**src/rtl/dacfe_pkg.sv**
```systemverilog
package dacfe_pkg;
  localparam int ADDR_W = 3;
  localparam logic [ADDR_W-1:0] A_CTRL = 3'd0;
  localparam logic [ADDR_W-1:0] A_SWTRIG = 3'd1;
  localparam logic [ADDR_W-1:0] A_R8 = 3'd2;
  localparam logic [ADDR_W-1:0] A_L12 = 3'd3;
  localparam logic [ADDR_W-1:0] A_R12 = 3'd4;

  typedef enum logic [1:0] {
    LD_NONE = 2'd0,
    LD_R8   = 2'd1,
    LD_L12  = 2'd2,
    LD_R12  = 2'd3
  } loadKind_e;

  typedef struct packed {
    loadKind_e load;
    logic      xfer;
  } strobe_t;
endpackage

```
**src/rtl/dacfe_datapath.sv**
```systemverilog
module dacfe_datapath
  import dacfe_pkg::*;
#(
  parameter int DATA_W = 12,
  parameter int BUS_W  = 16
) (
  input  logic              clk,
  input  logic              rstN,
  input  strobe_t           stb,
  input  logic [BUS_W-1:0]  wrData,
  output logic [DATA_W-1:0] dacCode
);
  localparam int NARROW_W = DATA_W - 4;
  localparam int PAD_W    = DATA_W - NARROW_W;

  logic [DATA_W-1:0] holdReg;
  logic [DATA_W-1:0] shaped;

  always_comb begin
    unique case (stb.load)
      LD_R8:   shaped = {wrData[NARROW_W-1:0], {PAD_W{1'b0}}};
      LD_L12:  shaped = wrData[BUS_W-1 -: DATA_W];
      LD_R12:  shaped = wrData[DATA_W-1:0];
      default: shaped = holdReg;
    endcase
  end

  always_ff @(posedge clk or negedge rstN) begin
    if (!rstN) begin
      holdReg <= '0;
      dacCode <= '0;
    end else begin
      if (stb.load != LD_NONE) holdReg <= shaped;
      if (stb.xfer) dacCode <= holdReg;
    end
  end
endmodule

```
**src/rtl/dacfe_ctrl.sv**
```systemverilog
module dacfe_ctrl
  import dacfe_pkg::*;
#(
  parameter int NUM_TRIG = 5,
  parameter int SEL_W    = 3,
  parameter int BUS_W    = 16
) (
  input  logic                clk,
  input  logic                rstN,
  input  logic                wrEn,
  input  logic [ADDR_W-1:0]   wrAddr,
  input  logic [BUS_W-1:0]    wrData,
  input  logic [NUM_TRIG-1:0] hwTrig,
  output strobe_t             stb,
  output logic                anaEnable,
  output logic                swTrigPend
);
  localparam int SEL_LSB = 2;

  logic             chanEn;
  logic             trigEn;
  logic [SEL_W-1:0] trigSel;
  logic             selPrev;
  logic             hwReq;
  logic             autoPend;
  logic             swTrig;
  logic [NUM_TRIG-1:0] selHit;
  logic             selLevel;
  logic             dataWrite;
  loadKind_e        loadKind;

  for (genvar g = 0; g < NUM_TRIG; g++) begin : g_sel
    assign selHit[g] = hwTrig[g] && (trigSel == SEL_W'(g));
  end
  assign selLevel = |selHit;

  always_comb begin
    loadKind = LD_NONE;
    if (wrEn) begin
      unique case (wrAddr)
        A_R8:    loadKind = LD_R8;
        A_L12:   loadKind = LD_L12;
        A_R12:   loadKind = LD_R12;
        default: loadKind = LD_NONE;
      endcase
    end
  end
  assign dataWrite = (loadKind != LD_NONE);

  always_ff @(posedge clk or negedge rstN) begin
    if (!rstN) begin
      chanEn   <= 1'b0;
      trigEn   <= 1'b0;
      trigSel  <= '0;
      selPrev  <= 1'b0;
      hwReq    <= 1'b0;
      autoPend <= 1'b0;
      swTrig   <= 1'b0;
    end else begin
      if (wrEn && wrAddr == A_CTRL) begin
        chanEn  <= wrData[0];
        trigEn  <= wrData[1];
        trigSel <= wrData[SEL_LSB +: SEL_W];
      end
      selPrev  <= selLevel;
      hwReq    <= trigEn && selLevel && !selPrev;
      autoPend <= dataWrite && !trigEn;
      swTrig   <= trigEn && wrEn && (wrAddr == A_SWTRIG) && wrData[0];
    end
  end

  assign stb.load   = loadKind;
  assign stb.xfer   = autoPend || swTrig || hwReq;
  assign anaEnable  = chanEn;
  assign swTrigPend = swTrig;
endmodule

```
**src/rtl/dac_hold_xfer.sv**
```systemverilog
module dac_hold_xfer
  import dacfe_pkg::*;
#(
  parameter int DATA_W   = 12,
  parameter int BUS_W    = 16,
  parameter int NUM_TRIG = 5,
  parameter int SEL_W    = 3
) (
  input  logic                clk,
  input  logic                rstN,
  input  logic                wrEn,
  input  logic [2:0]          wrAddr,
  input  logic [BUS_W-1:0]    wrData,
  input  logic [NUM_TRIG-1:0] hwTrig,
  output logic [DATA_W-1:0]   dacCode,
  output logic                anaEnable,
  output logic                swTrigPend
);
  strobe_t stb;

  dacfe_ctrl #(.NUM_TRIG(NUM_TRIG), .SEL_W(SEL_W), .BUS_W(BUS_W)) u_ctrl (
    .clk(clk), .rstN(rstN), .wrEn(wrEn), .wrAddr(wrAddr), .wrData(wrData),
    .hwTrig(hwTrig), .stb(stb), .anaEnable(anaEnable), .swTrigPend(swTrigPend)
  );

  dacfe_datapath #(.DATA_W(DATA_W), .BUS_W(BUS_W)) u_dp (
    .clk(clk), .rstN(rstN), .stb(stb), .wrData(wrData), .dacCode(dacCode)
  );
endmodule

```
**config.mk**
```make
export PLATFORM = sky130hd
export DESIGN_NAME = dac_hold_xfer
export DESIGN_NICKNAME = d
export VERILOG_FILES = /design/src/rtl/dacfe_pkg.sv /design/src/rtl/dacfe_datapath.sv /design/src/rtl/dacfe_ctrl.sv /design/src/rtl/dac_hold_xfer.sv
export SDC_FILE = /design/constraint.sdc
export NUM_CORES = 1
export LEC_CHECK = 0
export ABC_CLOCK_PERIOD_IN_PS = 1900
export BUFFER_PORTS_ARGS = -buffer_cell sky130_fd_sc_hd__buf_4
export CAP_MARGIN = 20
export CORE_UTILIZATION = 30
export DETAILED_ROUTE_END_ITERATION = 8
export PLACE_DENSITY = 0.55
export SLEW_MARGIN = 10
export SYNTH_ARGS = -nofsm -noshare
export SYNTH_HDL_FRONTEND = slang
export SYNTH_SLANG_ARGS = --single-unit
```
**constraint.sdc**
```tcl
create_clock -name clk -period 1.9 [get_ports clk]
set_clock_uncertainty 0.1 [all_clocks]
set_input_delay 0.095 -clock clk [delete_from_list [all_inputs] [get_ports clk]]
set_output_delay 0.095 -clock clk [all_outputs]
set_load 0.05 [all_outputs]
```
==> metrics.md <==
| Metric | Value |
|---|---|
| Setup bufs post-CTS | `0` |
| Outcome | `complete, no violations` |
| Antenna cells | `0` |
| Nets | `roughly 230` |
| Max Clock Freq | `0.5694 GHz` |
| Slowest cell delay on critical path | `600 ps` |
| #FFs+latches synth | `33` |
| Area Growth Syn to Fin | `35.14%` |
| Warnings, synthesis | `0` |
| Endpoints failing setup | `0` |
| CTS Sinks | `33` |
| Leak pwr | `~0.99 nW` |
| Place WS | `between 300 and 400 ps` |
| Number of global-route vias before repair | `approximately 1.2k` |
| Final hold violation count | `0` |
| CORE AREA | `~0.0049 mm²` |
| CTS tree | `done` |
| GRT Total Usage | `approximately 14%` |
| IO Count | `a little over 40` |
| Cells along the critical path | `dlygate4sd3_1, buf_4, or3b_1, o2bb2ai_1, a32oi_1` |
| Sequential fraction of the synthesis area | `between 50 and 60%` |
| Post-synth cell types | `31` |
| Top cells by area, synth | `dfrtp_1 (52%), a32oi_1 (6.7%), nand2_1 (5.2%)` |
| Final HPWL DP | `~2.6 mm` |
| CP max FO | `15` |
| Global-route wire length before repair | `between 5 and 6 mm` |
| Vias per cell | `between 4 and 5` |
| Vias | `1269` |
| Buf/Inv on CP | `2` |
| Die width | `about 74 µm` |
| Setup WS post-layout | `~140 ps` |
| Worst hold path class | `primary input to flop` |
| Relative slew slack | `around two thirds` |
| IO buf count | `40` |
| Setup crit end kind | `flop` |
| Final ANT Viol Nets | `0` |
| Worst-Margin Slew | `between 400 and 500 ps` |
| Crit path required time | `between 1500 and 2000 ps` |
| Crit path depth | `5` |
| Worst VDD drop | `0.4864 mV` |
| Crit Path Category | `primary input to flop` |
| Routed WL per cell | `about 14 µm` |
| Cell area power density | `~1300 mW/mm²` |
| Die Y | `about 74 µm` |
| Root Buffer | `clkbuf_8` |
| WHS Path Cells | `2` |
| Crit path DAT | `between 1500 and 2000 ps` |
| CTS Buf Count | `5` |
| GR Util met2 | `20.42%` |
| Pin count of the biggest net entering global routing | `34` |
| Clk slew on worst S/H paths | `70 ps` |
| Iter 0 DRT Violations | `75` |
| Syn Area/Cell | `~11 µm²` |
| Share of layout cells above drive strength 1 | `between 30% and 40%` |
| Hold slack final | `59.00 ps` |
| Drt first pass iters | `4` |
| RSZ-0062 raised after global routing | `false` |
| Post-Syn Instances | `147` |
| DRT Wirelength | `~3.6 mm` |
| Clock Latency Late Sink | `roughly 280 ps` |
| Row count | `25` |
| Final TNS setup | `0 ps` |
| Area leader, netlist | `dfrtp_1` |
| Mapped cell area | `between 0.0015 and 0.002 mm²` |
| Family with the most delay on the worst path | `buffers and inverters` |
| Worst r2r path cells | `3` |
| Crit path launch type | `primary input` |
| Die area | `~0.0055 mm²` |
| Max-Cap Viols | `0` |
| Syn_nets | `174` |
| Synth top area share | `52.46%` |
| Most Crowded Layer GR | `met2` |
| Final GP Congestion | `~0.81` |
| Gr ovfl total | `0` |
| Period Utilization, post-route | `between 90% and 100%` |
| Remaining DRCs | `0` |
| Initial antenna violation count | `0` |
| Met1 global-route usage | `approximately 20%` |
| H-tree lvl count | `2` |
| Clock buffer depth | `2` |
| Met3 usage | `roughly 3.3%` |
| Final Max Tran Viols | `0` |
| CP max-delay cell | `or3b_1` |
| Initial Utilization | `32.26%` |
| Period minus WS final | `between 1500 and 2000 ps` |
==> cell usage after synthesis <==
library cell	count
nor2_1	2
o21a_1	1
o21ai_1	5
a32oi_1	12
nand3_1	10
buf_8	1
buf_4	2
nand3b_2	1
nand2_1	22
a311oi_1	1
clkbuf_1	2
or3_1	1
a21o_1	1
nor4b_4	1
mux2_2	3
nand3b_1	2
o2bb2ai_1	5
inv_1	13
dfrtp_1	33
nor4b_1	1
and4b_2	1
nor3_1	2
o2bb2ai_2	2
or3b_1	1
o21ai_2	1
o21ai_0	12
nor3b_2	1
mux2_1	2
buf_6	4
nor2b_1	1
mux2i_1	1
==> power by group <==
part | internal [mW] | total (mW) | switching [mW]
Clock | 0.427 | 0.671 | 0.244
Sequential | 0.912 | 1.02 | 0.104
Combinational | 0.353 | 1.11 | 0.753
==> timing repair <==
action	CTS	global route
setup endpoints to repair	0	5
hold endpoints to repair	44	0
resized for setup	0	1
hold buffers	12	0
==> metal layers <==
metal / wire (µm) / vias to the layer above
met5: 0 / -
met4: 93 / 0
met3: 197 / 8
met2: 1635 / 50
met1: 1682 / 580
li1: - / 631
==> worst register-to-register path: cells and delay by family, from the launching register on <==
kind	cells	cell delay (ps)
DFF	1	420
and+or+nand+nor	1	340
muxes	1	120
AOI/OAI and AO/OA	1	260
==> final timing paths <==
path,start,slack [ps],to
setup / recovery,wrAddr[1],140,u_dp.holdReg[6]$_DFFE_PN0P_
hold / removal,wrEn,60,u_dp.holdReg[7]$_DFFE_PN0P_
setup reg to reg,u_ctrl.trigSel[2]$_DFFE_PN0P_,570,u_ctrl.hwReq$_DFF_PN0_
hold reg to reg,u_ctrl.selPrev$_DFF_PN0_,310,u_ctrl.hwReq$_DFF_PN0_
max in group asynchronous,rstN,1200,u_dp.holdReg[9]$_DFFE_PN0P_
min in group asynchronous,rstN,200,u_dp.dacCode[7]$_DFFE_PN0P_
==> final cells by class <==
cell class                 count  area, µm²
clock buffer                   7      86.33
clock inverter                 1      30.03
fill                         510       2753
inverter                      13      48.80
multi-input combinational     92      624.3
sequential                    33      825.8
tap                           67      83.83
timing repair buffer          53      427.9
==> flip-flops by register name (all words and copies together), names as in the netlist <==
signal / cells
u_dp.dacCode: 12
u_dp.holdReg: 12
u_ctrl.trigSel: 3
u_ctrl.anaEnable: 1
u_ctrl.autoPend: 1
u_ctrl.hwReq: 1
u_ctrl.selPrev: 1
u_ctrl.swTrigPend: 1
u_ctrl.trigEn: 1
==> logic make-up after synthesis <==
group,synth area share [%]
AND/OR/NAND/NOR,16.14
AO/OA/AOI/OAI,18.84
flip-flops,52.46
buffers and inverters,8.346
multiplexers,4.213
==> per-stage QoR <==
step                area (µm²)  total power, mW  util (%)  instances
floorplan                 1574            1.760         -        147
global placement          1888            2.103     38.69        246
detailed placement        1888            2.125     38.69        246
CTS                       2125            2.821     43.54        266
global route              2127            2.946     43.59        266
finish                    2127            2.793     43.59        266
==> cell usage in the layout (no fill, tap or decap), types with 2 or more instances in the layout <==
cell type,n
a32oi_1,12
buf_4,41
clkbuf_8,6
dfrtp_1,33
dlygate4sd3_1,12
inv_1,13
mux2_1,2
mux2_2,3
nand2_1,22
nand3_1,10
nand3b_1,2
nor2_1,2
o21ai_0,12
o21ai_1,5
o2bb2ai_1,5
o2bb2ai_2,2
Note: power is estimated with default switching activity, not from simulation.
